## src/rtl/dmaseq_pkg.sv

```systemverilog
package dmaseq_pkg;

    localparam int WORD_W = 32;
    localparam int IRW    = 5;

    localparam logic [IRW-1:0] IR_ADDR = 5'h08;
    localparam logic [IRW-1:0] IR_DATA = 5'h09;
    localparam logic [IRW-1:0] IR_CTRL = 5'h0A;

    localparam int CB_DMA   = 17;
    localparam int CB_START = 11;
    localparam int CB_ERR   = 10;
    localparam int CB_RD    = 9;
    localparam int CB_SZ    = 7;

    typedef enum logic [1:0] {
        SZ_BYTE = 2'b00,
        SZ_HALF = 2'b01,
        SZ_WORD = 2'b10
    } xfer_size_e;

    typedef enum logic [3:0] {
        ST_IDLE,
        ST_ADDR_IR,
        ST_ADDR_DR,
        ST_WDAT_IR,
        ST_WDAT_DR,
        ST_CTL_IR,
        ST_START_DR,
        ST_POLL_DR,
        ST_RDAT_IR,
        ST_RDAT_DR,
        ST_CLR_IR,
        ST_CLR_DR,
        ST_DONE
    } seq_state_e;

endpackage

```

## src/rtl/tck_gen.sv

```systemverilog
module tck_gen #(
    parameter int HALF = 2
) (
    input  logic clk,
    input  logic rst_n,
    input  logic en,
    output logic tck,
    output logic rise,
    output logic fall
);
    localparam int CW = (HALF < 2) ? 1 : $clog2(HALF);

    logic [CW-1:0] cnt;
    logic          wrap;

    assign wrap = (cnt == CW'(HALF - 1));
    assign rise = en && wrap && !tck;
    assign fall = en && wrap && tck;

    always_ff @(posedge clk or negedge rst_n) begin
        if (!rst_n) begin
            cnt <= '0;
            tck <= 1'b0;
        end else if (!en) begin
            cnt <= '0;
            tck <= 1'b0;
        end else if (wrap) begin
            cnt <= '0;
            tck <= ~tck;
        end else begin
            cnt <= cnt + 1'b1;
        end
    end
endmodule

```

## src/rtl/jtag_scan_engine.sv

```systemverilog
module jtag_scan_engine #(
    parameter int W = 32
) (
    input  logic                      clk,
    input  logic                      rst_n,
    input  logic                      start,
    input  logic                      is_ir,
    input  logic [$clog2(W+1)-1:0]    len,
    input  logic [W-1:0]              din,
    input  logic                      rise,
    input  logic                      fall,
    input  logic                      tdo,
    output logic                      busy,
    output logic                      done,
    output logic [W-1:0]              dout,
    output logic                      tms,
    output logic                      tdi
);
    localparam int LW = $clog2(W + 1);
    localparam int SW = $clog2(W + 8);

    logic [SW-1:0] k;
    logic [W-1:0]  sr;
    logic          ir_q;
    logic [LW-1:0] len_q;
    logic          shift_now;
    logic          last_step;

    // TMS for step n: lead-in walks Idle -> Shift, last shift bit exits,
    // then Update and back to Run-Test/Idle.
    function automatic logic tms_for(input int n, input logic ir, input int l);
        int pre;
        pre = ir ? 4 : 3;
        if (n < pre)          return (n == 0) || (ir && n == 1);
        else if (n < pre + l) return (n == pre + l - 1);
        else                  return (n == pre + l);
    endfunction

    always_comb begin
        int pre;
        pre       = ir_q ? 4 : 3;
        shift_now = (int'(k) >= pre) && (int'(k) < pre + int'(len_q));
        last_step = (int'(k) == pre + int'(len_q) + 1);
    end

    always_ff @(posedge clk or negedge rst_n) begin
        if (!rst_n) begin
            busy  <= 1'b0;
            done  <= 1'b0;
            k     <= '0;
            sr    <= '0;
            dout  <= '0;
            ir_q  <= 1'b0;
            len_q <= '0;
            tms   <= 1'b0;
            tdi   <= 1'b0;
        end else begin
            done <= 1'b0;
            if (!busy) begin
                if (start) begin
                    busy  <= 1'b1;
                    k     <= '0;
                    sr    <= din;
                    ir_q  <= is_ir;
                    len_q <= len;
                    tms   <= 1'b1;
                    tdi   <= 1'b0;
                end
            end else begin
                if (rise && shift_now) begin
                    dout <= {tdo, dout[W-1:1]};
                    sr   <= sr >> 1;
                end
                if (fall) begin
                    if (last_step) begin
                        busy <= 1'b0;
                        done <= 1'b1;
                        tms  <= 1'b0;
                        tdi  <= 1'b0;
                    end else begin
                        k   <= k + 1'b1;
                        tms <= tms_for(int'(k) + 1, ir_q, int'(len_q));
                        tdi <= sr[0];
                    end
                end
            end
        end
    end
endmodule

```

## src/rtl/lane_steer.sv

```systemverilog
module lane_steer
    import dmaseq_pkg::*;
#(
    parameter int W = 32
) (
    input  logic [1:0]   wr_size,
    input  logic [W-1:0] wr_val,
    output logic [W-1:0] wr_bus,
    input  logic [1:0]   rd_size,
    input  logic [1:0]   rd_off,
    input  logic [W-1:0] rd_word,
    output logic [W-1:0] rd_val
);
    localparam int BYTES = W / 8;
    localparam int HW    = W / 2;

    logic [7:0] lane [BYTES];

    for (genvar g = 0; g < BYTES; g++) begin : g_lane
        assign lane[g] = rd_word[8*g +: 8];
    end

    always_comb begin
        unique case (wr_size)
            SZ_BYTE: wr_bus = {BYTES{wr_val[7:0]}};
            SZ_HALF: wr_bus = {2{wr_val[HW-1:0]}};
            default: wr_bus = wr_val;
        endcase
    end

    always_comb begin
        unique case (rd_size)
            SZ_BYTE: rd_val = W'(lane[rd_off]);
            SZ_HALF: rd_val = rd_off[1] ? W'(rd_word[W-1:HW]) : W'(rd_word[HW-1:0]);
            default: rd_val = rd_word;
        endcase
    end
endmodule

```

## src/rtl/dbg_dma_sequencer.sv

```systemverilog
module dbg_dma_sequencer
    import dmaseq_pkg::*;
#(
    parameter int TCK_HALF   = 2,
    parameter int RETRIES    = 3,
    parameter int POLL_LIMIT = 16
) (
    input  logic        clk,
    input  logic        rst_n,
    input  logic        req_valid,
    input  logic        req_write,
    input  logic [1:0]  req_size,
    input  logic [31:0] req_addr,
    input  logic [31:0] req_wdata,
    output logic        busy,
    output logic        done,
    output logic        err,
    output logic [31:0] rdata,
    output logic        tck,
    output logic        tms,
    output logic        tdi,
    input  logic        tdo
);
    localparam int LW = $clog2(WORD_W + 1);
    localparam int TW = $clog2(RETRIES + 2);
    localparam int PW = $clog2(POLL_LIMIT + 1);

    seq_state_e state, nxt;

    logic [WORD_W-1:0] addr_q, wbus_q, rword_q, wr_bus, rd_val;
    logic [1:0]        size_q, size_n;
    logic              wr_q, err_q, issued;
    logic [TW-1:0]     tries;
    logic [PW-1:0]     polls;

    logic              scan_start, scan_is_ir, scan_done, eng_busy;
    logic [LW-1:0]     scan_len;
    logic [WORD_W-1:0] scan_din, eng_res;
    logic              rise, fall;

    logic [WORD_W-1:0] start_word, poll_word;

    assign size_n = (req_size == 2'b11) ? SZ_WORD : req_size;

    always_comb begin
        start_word                       = '0;
        start_word[CB_DMA]               = 1'b1;
        start_word[CB_START]             = 1'b1;
        start_word[CB_RD]                = !wr_q;
        start_word[CB_SZ+1:CB_SZ]        = size_q;
        poll_word                        = '0;
        poll_word[CB_DMA]                = 1'b1;
    end

    tck_gen #(.HALF(TCK_HALF)) u_tck (
        .clk  (clk),
        .rst_n(rst_n),
        .en   (eng_busy),
        .tck  (tck),
        .rise (rise),
        .fall (fall)
    );

    jtag_scan_engine #(.W(WORD_W)) u_eng (
        .clk  (clk),
        .rst_n(rst_n),
        .start(scan_start),
        .is_ir(scan_is_ir),
        .len  (scan_len),
        .din  (scan_din),
        .rise (rise),
        .fall (fall),
        .tdo  (tdo),
        .busy (eng_busy),
        .done (scan_done),
        .dout (eng_res),
        .tms  (tms),
        .tdi  (tdi)
    );

    lane_steer #(.W(WORD_W)) u_lane (
        .wr_size(size_n),
        .wr_val (req_wdata),
        .wr_bus (wr_bus),
        .rd_size(size_q),
        .rd_off (addr_q[1:0]),
        .rd_word(rword_q),
        .rd_val (rd_val)
    );

    // State register
    always_ff @(posedge clk or negedge rst_n) begin
        if (!rst_n) state <= ST_IDLE;
        else        state <= nxt;
    end

    // Next-state logic
    always_comb begin
        nxt = state;
        unique case (state)
            ST_IDLE:     if (req_valid) nxt = ST_ADDR_IR;
            ST_ADDR_IR:  if (scan_done) nxt = ST_ADDR_DR;
            ST_ADDR_DR:  if (scan_done) nxt = wr_q ? ST_WDAT_IR : ST_CTL_IR;
            ST_WDAT_IR:  if (scan_done) nxt = ST_WDAT_DR;
            ST_WDAT_DR:  if (scan_done) nxt = ST_CTL_IR;
            ST_CTL_IR:   if (scan_done) nxt = ST_START_DR;
            ST_START_DR: if (scan_done) nxt = ST_POLL_DR;
            ST_POLL_DR: begin
                if (scan_done) begin
                    if (!eng_res[CB_START])             nxt = wr_q ? ST_CLR_DR : ST_RDAT_IR;
                    else if (int'(polls) == POLL_LIMIT - 1) nxt = ST_DONE;
                end
            end
            ST_RDAT_IR:  if (scan_done) nxt = ST_RDAT_DR;
            ST_RDAT_DR:  if (scan_done) nxt = ST_CLR_IR;
            ST_CLR_IR:   if (scan_done) nxt = ST_CLR_DR;
            ST_CLR_DR: begin
                if (scan_done) begin
                    if (eng_res[CB_ERR] && int'(tries) < RETRIES) nxt = ST_ADDR_IR;
                    else                                          nxt = ST_DONE;
                end
            end
            ST_DONE:     nxt = ST_IDLE;
            default:     nxt = ST_IDLE;
        endcase
    end

    // Outputs and scan parameters
    always_comb begin
        busy       = (state != ST_IDLE);
        done       = (state == ST_DONE);
        err        = done && err_q;
        rdata      = done ? rd_val : '0;
        scan_is_ir = 1'b0;
        scan_len   = LW'(WORD_W);
        scan_din   = '0;
        unique case (state)
            ST_ADDR_IR:  begin scan_is_ir = 1'b1; scan_len = LW'(IRW); scan_din = WORD_W'(IR_ADDR); end
            ST_WDAT_IR,
            ST_RDAT_IR:  begin scan_is_ir = 1'b1; scan_len = LW'(IRW); scan_din = WORD_W'(IR_DATA); end
            ST_CTL_IR,
            ST_CLR_IR:   begin scan_is_ir = 1'b1; scan_len = LW'(IRW); scan_din = WORD_W'(IR_CTRL); end
            ST_ADDR_DR:  scan_din = addr_q;
            ST_WDAT_DR:  scan_din = wbus_q;
            ST_START_DR: scan_din = start_word;
            ST_POLL_DR:  scan_din = poll_word;
            default:     scan_din = '0;
        endcase
        scan_start = (state != ST_IDLE) && (state != ST_DONE) && !issued && !eng_busy;
    end

    // Access context and counters
    always_ff @(posedge clk or negedge rst_n) begin
        if (!rst_n) begin
            issued  <= 1'b0;
            addr_q  <= '0;
            size_q  <= SZ_WORD;
            wr_q    <= 1'b0;
            wbus_q  <= '0;
            rword_q <= '0;
            tries   <= '0;
            polls   <= '0;
            err_q   <= 1'b0;
        end else begin
            if (scan_start)     issued <= 1'b1;
            else if (scan_done) issued <= 1'b0;

            if (state == ST_IDLE && req_valid) begin
                addr_q <= req_addr;
                size_q <= size_n;
                wr_q   <= req_write;
                wbus_q <= wr_bus;
                tries  <= '0;
                err_q  <= 1'b0;
            end

            if (scan_done) begin
                unique case (state)
                    ST_START_DR: polls <= '0;
                    ST_POLL_DR: begin
                        if (eng_res[CB_START]) begin
                            polls <= polls + 1'b1;
                            if (int'(polls) == POLL_LIMIT - 1) err_q <= 1'b1;
                        end
                    end
                    ST_RDAT_DR: rword_q <= eng_res;
                    ST_CLR_DR: begin
                        err_q <= eng_res[CB_ERR];
                        if (eng_res[CB_ERR] && int'(tries) < RETRIES) tries <= tries + 1'b1;
                    end
                    default: ;
                endcase
            end
        end
    end
endmodule

```

## config.mk

```make
export PLATFORM = sky130hd
export DESIGN_NAME = dbg_dma_sequencer
export DESIGN_NICKNAME = d
export VERILOG_FILES = /design/src/rtl/dmaseq_pkg.sv /design/src/rtl/tck_gen.sv /design/src/rtl/jtag_scan_engine.sv /design/src/rtl/lane_steer.sv /design/src/rtl/dbg_dma_sequencer.sv
export SDC_FILE = /design/constraint.sdc
export NUM_CORES = 1
export LEC_CHECK = 0
export BUFFER_PORTS_ARGS = -buffer_cell sky130_fd_sc_hd__buf_2
export CORE_MARGIN = 3
export CORE_UTILIZATION = 45
export DETAILED_ROUTE_END_ITERATION = 8
export SYNTH_ARGS = -nofsm -noshare
export SYNTH_HDL_FRONTEND = slang
export SYNTH_SLANG_ARGS = --single-unit
```

## constraint.sdc

```tcl
create_clock -name clk -period 5.8 [get_ports clk]
set_clock_uncertainty 0.1 [all_clocks]
set_input_delay 0.58 -clock clk [delete_from_list [all_inputs] [get_ports clk]]
set_output_delay 0.58 -clock clk [all_outputs]
set_load 0.1 [all_outputs]
```

==> flow_metrics.tcl, run 1 <==
set metrics [dict create \
    overflow 0 \
    htree_levels 4 \
    outcome "completed" \
    crit_family "buffers and inverters" \
    max_stage_delay_ns 0.85 \
    wl_um 22300 \
    synth_area_leaders "dfrtp_1 49%, mux2_2 11%, mux2_4 5.9%" \
    antenna_found_initial 1 \
    cts_sinks 191 \
    fin_nets 1025 \
    hold_buffers 0 \
    io_pins 109 \
    power_mw 2.62 \
    final_hold_viol_count 0 \
    avgSynthCellArea_um2 11.3 \
    cts_buffers 17 \
    async_reset_ff_frac 1.00 \
    fin_crit_ns 3.57 \
    insertion_delay_ns 0.44 \
    placed_area_um2 10400 \
    tightest_slew_ns 1.17 \
    grt_first_pass_wirelength_um 36800 \
    drt_iter0_markers 383 \
    ys.flop_type "dfrtp_1" \
    hpwl_um 15000 \
    clk_pin_slew_worst_paths_ns 0.08 \
    peakVddDrop_uv 189 \
    yosys_warnings 0 \
    tns_ns 0 \
    vias_per_cell 5.50 \
    maxCapViolCount 0 \
    cp.arrival_ns 2.89 \
    num_vias 6743 \
    ys_types 68 \
    grt_max_degree 97 \
    floorplan.rows 53 \
    synth-seq-cells 191 \
    drc 0 \
    worstSetupPathType "reg2out" \
    diodes 0 \
    syn-num-nets 950 \
    area_delta_synth_final_pct 12.8 \
    crit_slowest_cell "dfrtp_1" \
    hp-class "in2async" \
    setup_viol 0 \
    worstReg2RegStart "state[3]" \
    first_pass_iters 5 \
    p_leak_nw 5.39 \
    synth-edff-count 0 \
    io_buffers 108 \
    endpoint_kind "output port" \
    gp_congestion 0.836 \
    yosys.area.top_type_share 0.488 \
    maxSlewViolCount 0 \
    slew_headroom 0.213 \
    grt_pass1_vias 6714 \
    final_antenna_net_count 0 \
    p_per_area_nw_per_um2 238 \
    cts_resized 0 \
    cp.buffers_inverters 2 \
    clockBufferDepth 2 \
    core_um2 21200 \
    path_cells "nand3_2 > inv_2 > and3_1 > buf_2" \
    wl_per_cell_um 18.2 \
    r2r-end "u_eng.sr[18]" \
    fin_crit_sh 0.616 \
    start_util 0.460 \
    rsz0062_at_grt "no" \
    cts_setup_buffers 0 \
    critical_path_required_ns 5.12 \
    critPathLaunchType "flop" \
    cts_tree "done" \
    postLayoutCellArea_um2 11000 \
    rr_worst_depth 5 \
    critPathMaxFanout 23 \
    ff2ff_setup_slack_ns 2.34 \
    dieArea_um2 23400 \
    syn-instance-count 862 \
    yosysTopAreaCell "dfrtp_1" \
    dieHeight_um 153 \
    ys_seq_area_frac 0.491 \
    drive_gt1_frac 0.312 \
    gr-usage-all-layers 0.193 \
    die_x_um 153 \
    fin_cells 1225 \
    syn-cell-area_um2 9730 \
    cts_root_buffer "clkbuf_16" \
    dp.cells 1193 \
    fmax_mhz 280 \
]
report_power, final:
part           internal [mW]  switching, mW
clock network          0.628          0.569
logic                 0.0311         0.0535
registers               1.33        0.00167
stage by stage:
| stage | util | worst slack (ns) | hold slack (ns) |
|---|---|---|---|
| 4_1_cts | 0.519 | 2.20 | 0.111 |
| 6_report | 0.519 | 2.23 | 0.0569 |
| 5_1_grt | 0.519 | 2.03 | 0.118 |
| 3_3_place_gp | 0.490 | 2.39 | 0.363 |
| 3_5_place_dp | 0.490 | 2.31 | 0.371 |
| 2_1_floorplan | - | 2.32 | 0.184 |
how the worst max path moves through the flow:
| stage | start | to | slack, ns | cells after the start |
|---|---|---|---|---|
| after global routing | state[3] | rdata[5] | 2.03 | 4 |
| after floorplan | state[1] | rdata[25] | 2.32 | 6 |
| after CTS | state[3] | rdata[17] | 2.20 | 4 |
| after global placement | state[3] | u_eng.sr[11] | 2.39 | 5 |
| after detailed placement | state[3] | u_eng.sr[26] | 2.31 | 5 |
| final | state[3] | rdata[17] | 2.23 | 4 |
metal layers:
metal / up-vias / routed length [um] / part of all wire / track usage
met4: 2 / 303 / 0.014 / 0.0450
li1: 3242 / - / - / -
met1: 3348 / 10800 / 0.49 / 0.283
met5: - / 13 / 0.00058 / 0
met3: 21 / 832 / 0.037 / 0.0399
met2: 130 / 10300 / 0.46 / 0.298
kinds of logic after synthesis:
logic type	share of synthesized area
AND/OR/NAND/NOR	0.102
flip-flops	0.491
XOR/XNOR	0.00360
buffers and inverters	0.0415
adder cells (fa/ha/maj)	0.0226
multiplexers	0.210
AO/OA/AOI/OAI	0.129
cell usage after synthesis, types with 7 or more instances:
cell type	instances
nand2_1	80
mux2_2	92
mux2_4	38
clkbuf_1	32
inv_1	20
a21oi_1	24
o21ai_0	79
a22oi_1	34
ha_1	16
buf_6	9
nand2b_1	11
dfrtp_1	190
and3_1	19
mux2_1	9
nor2b_1	7
buf_2	8
a22o_1	13
nand3_1	10
a31oi_1	11
nor2_1	44
mux2i_1	34
sequential cells by signal (all words and copies together) (netlist names):
register	count
u_eng.tms	1
u_eng.done	1
u_eng.dout	32
wr_q	1
state	4
u_eng.sr	32
u_eng.len_q	2
err_q	1
wbus_q	32
issued	1
polls	5
u_tck.tck	1
u_eng.tdi	1
addr_q	32
rword_q	32
u_tck.cnt	1
tries	3
size_q	2
u_eng.k	6
u_eng.busy	1
placed cells by master, fill, tap and decap left out, types with 4 or more instances in the layout:
master       n
a21oi_1     24
a22o_1      13
a22oi_1     34
a2bb2oi_1    6
a31oi_1     11
and3_1      19
buf_2      107
buf_4        6
clkbuf_16   17
dfrtp_1    190
ha_1        16
inv_1       20
mux2_1       9
mux2_2      92
mux2_4      38
mux2i_1     34
nand2_1     80
nand2b_1    11
nand3_1     10
nor2_1      44
nor2b_1      7
nor3_1       6
o21ai_0     79
o21ai_1      4
layout make-up:
class,instances,area [um2]
Clock inverter,14,169
Sequential cell,191,4780
Timing Repair Buffer,114,594
Clock buffer,18,439
Tap cell,275,344
Multi-Input combinational cell,590,4560
Inverter,23,86.3
Fill cell,1885,10200
Power figures use the tool's default switching activity.
==> run 2: changes to the inputs <==
clock period = 3.7 ns   (was 5.8 ns; I/O delays follow)
==> run 2 against run 1 <==
Final cell count up 1.1%; sequential power up 57%; critical path depth up 1; largest cell class unchanged; wire length up 0.35%; via count up 1.1%; die area unchanged; largest power group unchanged; hold slack worse by 0.0011 ns; global-route usage down 0.066 points; sequential cell count unchanged; highest routed layer is now met4.
==> flow_metrics.tcl, run 2 (same netlist as run 1, synthesis figures left out) <==
set metrics [dict create \
    outcome "completed" \
    cts_sinks 191 \
    slew_headroom 0.393 \
    preCtsSetupSlack_ns 0.754 \
    die_x_um 153 \
    insertion_delay_ns 0.44 \
    p_per_area_nw_per_um2 361 \
    wl_per_cell_um 18.1 \
    endpoint_kind "output port" \
    dieHeight_um 153 \
    vias_per_cell 5.51 \
    critical_path_required_ns 3.23 \
    start_util 0.460 \
    drive_gt1_frac 0.319 \
    grt_pass1_vias 6665 \
    grt_first_pass_wirelength_um 36500 \
    fin_crit_ns 3.23 \
    critPathLaunchType "flop" \
    final_cell_mix "190 x dfrtp_1, 107 x buf_2, 92 x mux2_2" \
    io_pins 109 \
    overflow 0 \
    htree_levels 4 \
    fill_cells 1895 \
    setup_viol 0 \
    cts_root_buffer "clkbuf_16" \
    rsz0062_at_grt "no" \
    gp_congestion 0.847 \
    setup_ws_ns 0.468 \
    final_hold_viol_count 0 \
    num_vias 6820 \
    hpwl_um 15600 \
    postLayoutCellArea_um2 11000 \
    first_pass_iters 5 \
    final_antenna_net_count 0 \
    drc 0 \
    grt_max_degree 106 \
    power_mw 3.98 \
    clockBufferDepth 2 \
    worstSetupPathType "reg2out" \
    peakVddDrop_uv 256 \
    maxSlewViolCount 0 \
    maxCapViolCount 0 \
    area_delta_synth_final_pct 13.5 \
    min_path_cells 2 \
    fmax_mhz 309 \
    mostFrequentLayoutCell "dfrtp_1" \
    floorplan.rows 53 \
    hp-class "in2reg" \
    tns_ns 0 \
    gr-usage-all-layers 0.193 \
    drt_iter0_markers 422 \
    critPathMaxFanout 23 \
    placed_area_um2 10500 \
    tightest_slew_ns 0.910 \
    io_buffers 108 \
    antenna_found_initial 1 \
    whs_ns 0.0559 \
    cp.arrival_ns 2.76 \
    rr_worst_depth 7 \
    cts_tree "done" \
    clk_pin_slew_worst_paths_ns 0.08 \
    dieArea_um2 23400 \
    fin_crit_sh 0.873 \
    core_um2 21200 \
    cts_buffers 17 \
    wl_um 22400 \
    p_leak_nw 5.44 \
    fin_nets 1039 \
]
[run 2: cell count changes in the layout (fill, tap and decap cells not counted), sizes merged]
cell and change:
inv -1, clkbuf +1, diode +1, dlygate4sd3 +1
clkinvlp -1, buf +13, bufinv -1
[run 2: metal layers]
layer  routed length (um)  track usage
met1                11000        0.290
met2                10400        0.291
met3                  745       0.0297
met4                  221       0.0543
met5                    0            0
[run 2: repair_timing]
item                                    in CTS  in global routing
setup buffers                                0                  0
hold endpoints to repair                    77                  0
hold buffers                                 1                  0
resized for setup                            0                  0
endpoints found under the setup margin       0                  0
[run 2: per-stage QoR]
stage | utilization | cells
2_1_floorplan | - | 862
3_3_place_gp | 0.495 | 1206
3_5_place_dp | 0.495 | 1206
4_1_cts | 0.522 | 1237
5_1_grt | 0.522 | 1238
6_report | 0.522 | 1238
[run 2: power breakdown]
group	internal [mW]	switching, mW	leakage (nW)
sequential	2.09	0.00282	2.61
combinational	0.0515	0.0848	2.55
clock	0.913	0.842	0.278
[run 2: final timing paths]
kind	start	end	slack, ns
worst max-delay path	addr_q[1]	rdata[13]	0.47
worst min-delay path	req_addr[21]	addr_q[21]	0.06
worst max register to register	u_eng.k[0]	u_eng.dout[27]	0.76
worst min register to register	wbus_q[14]	wbus_q[14]	0.38
max in group asynchronous	rst_n	u_eng.sr[0]	2.14
min in group asynchronous	rst_n	rword_q[0]	0.49
[run 2: final cells by class]
type                    count  area (um2)  share of cell area
multi-input cells         590        4560               0.413
repair buffers            128         714              0.0647
diodes                      1        2.50            0.000227
well taps                 275         344              0.0311
inverters                  23        86.3             0.00782
clock inverters            11         104             0.00940
clock buffers              19         453              0.0410
flip-flops and latches    191        4780               0.433
[run 2: critical path: stages, from the launching register on]
cell      delay [ns]
dfrtp_1         0.86
nor2b_1         0.56
a21oi_1         0.13
nand2b_1        0.15
a21oi_1         0.17
buf_2           0.46
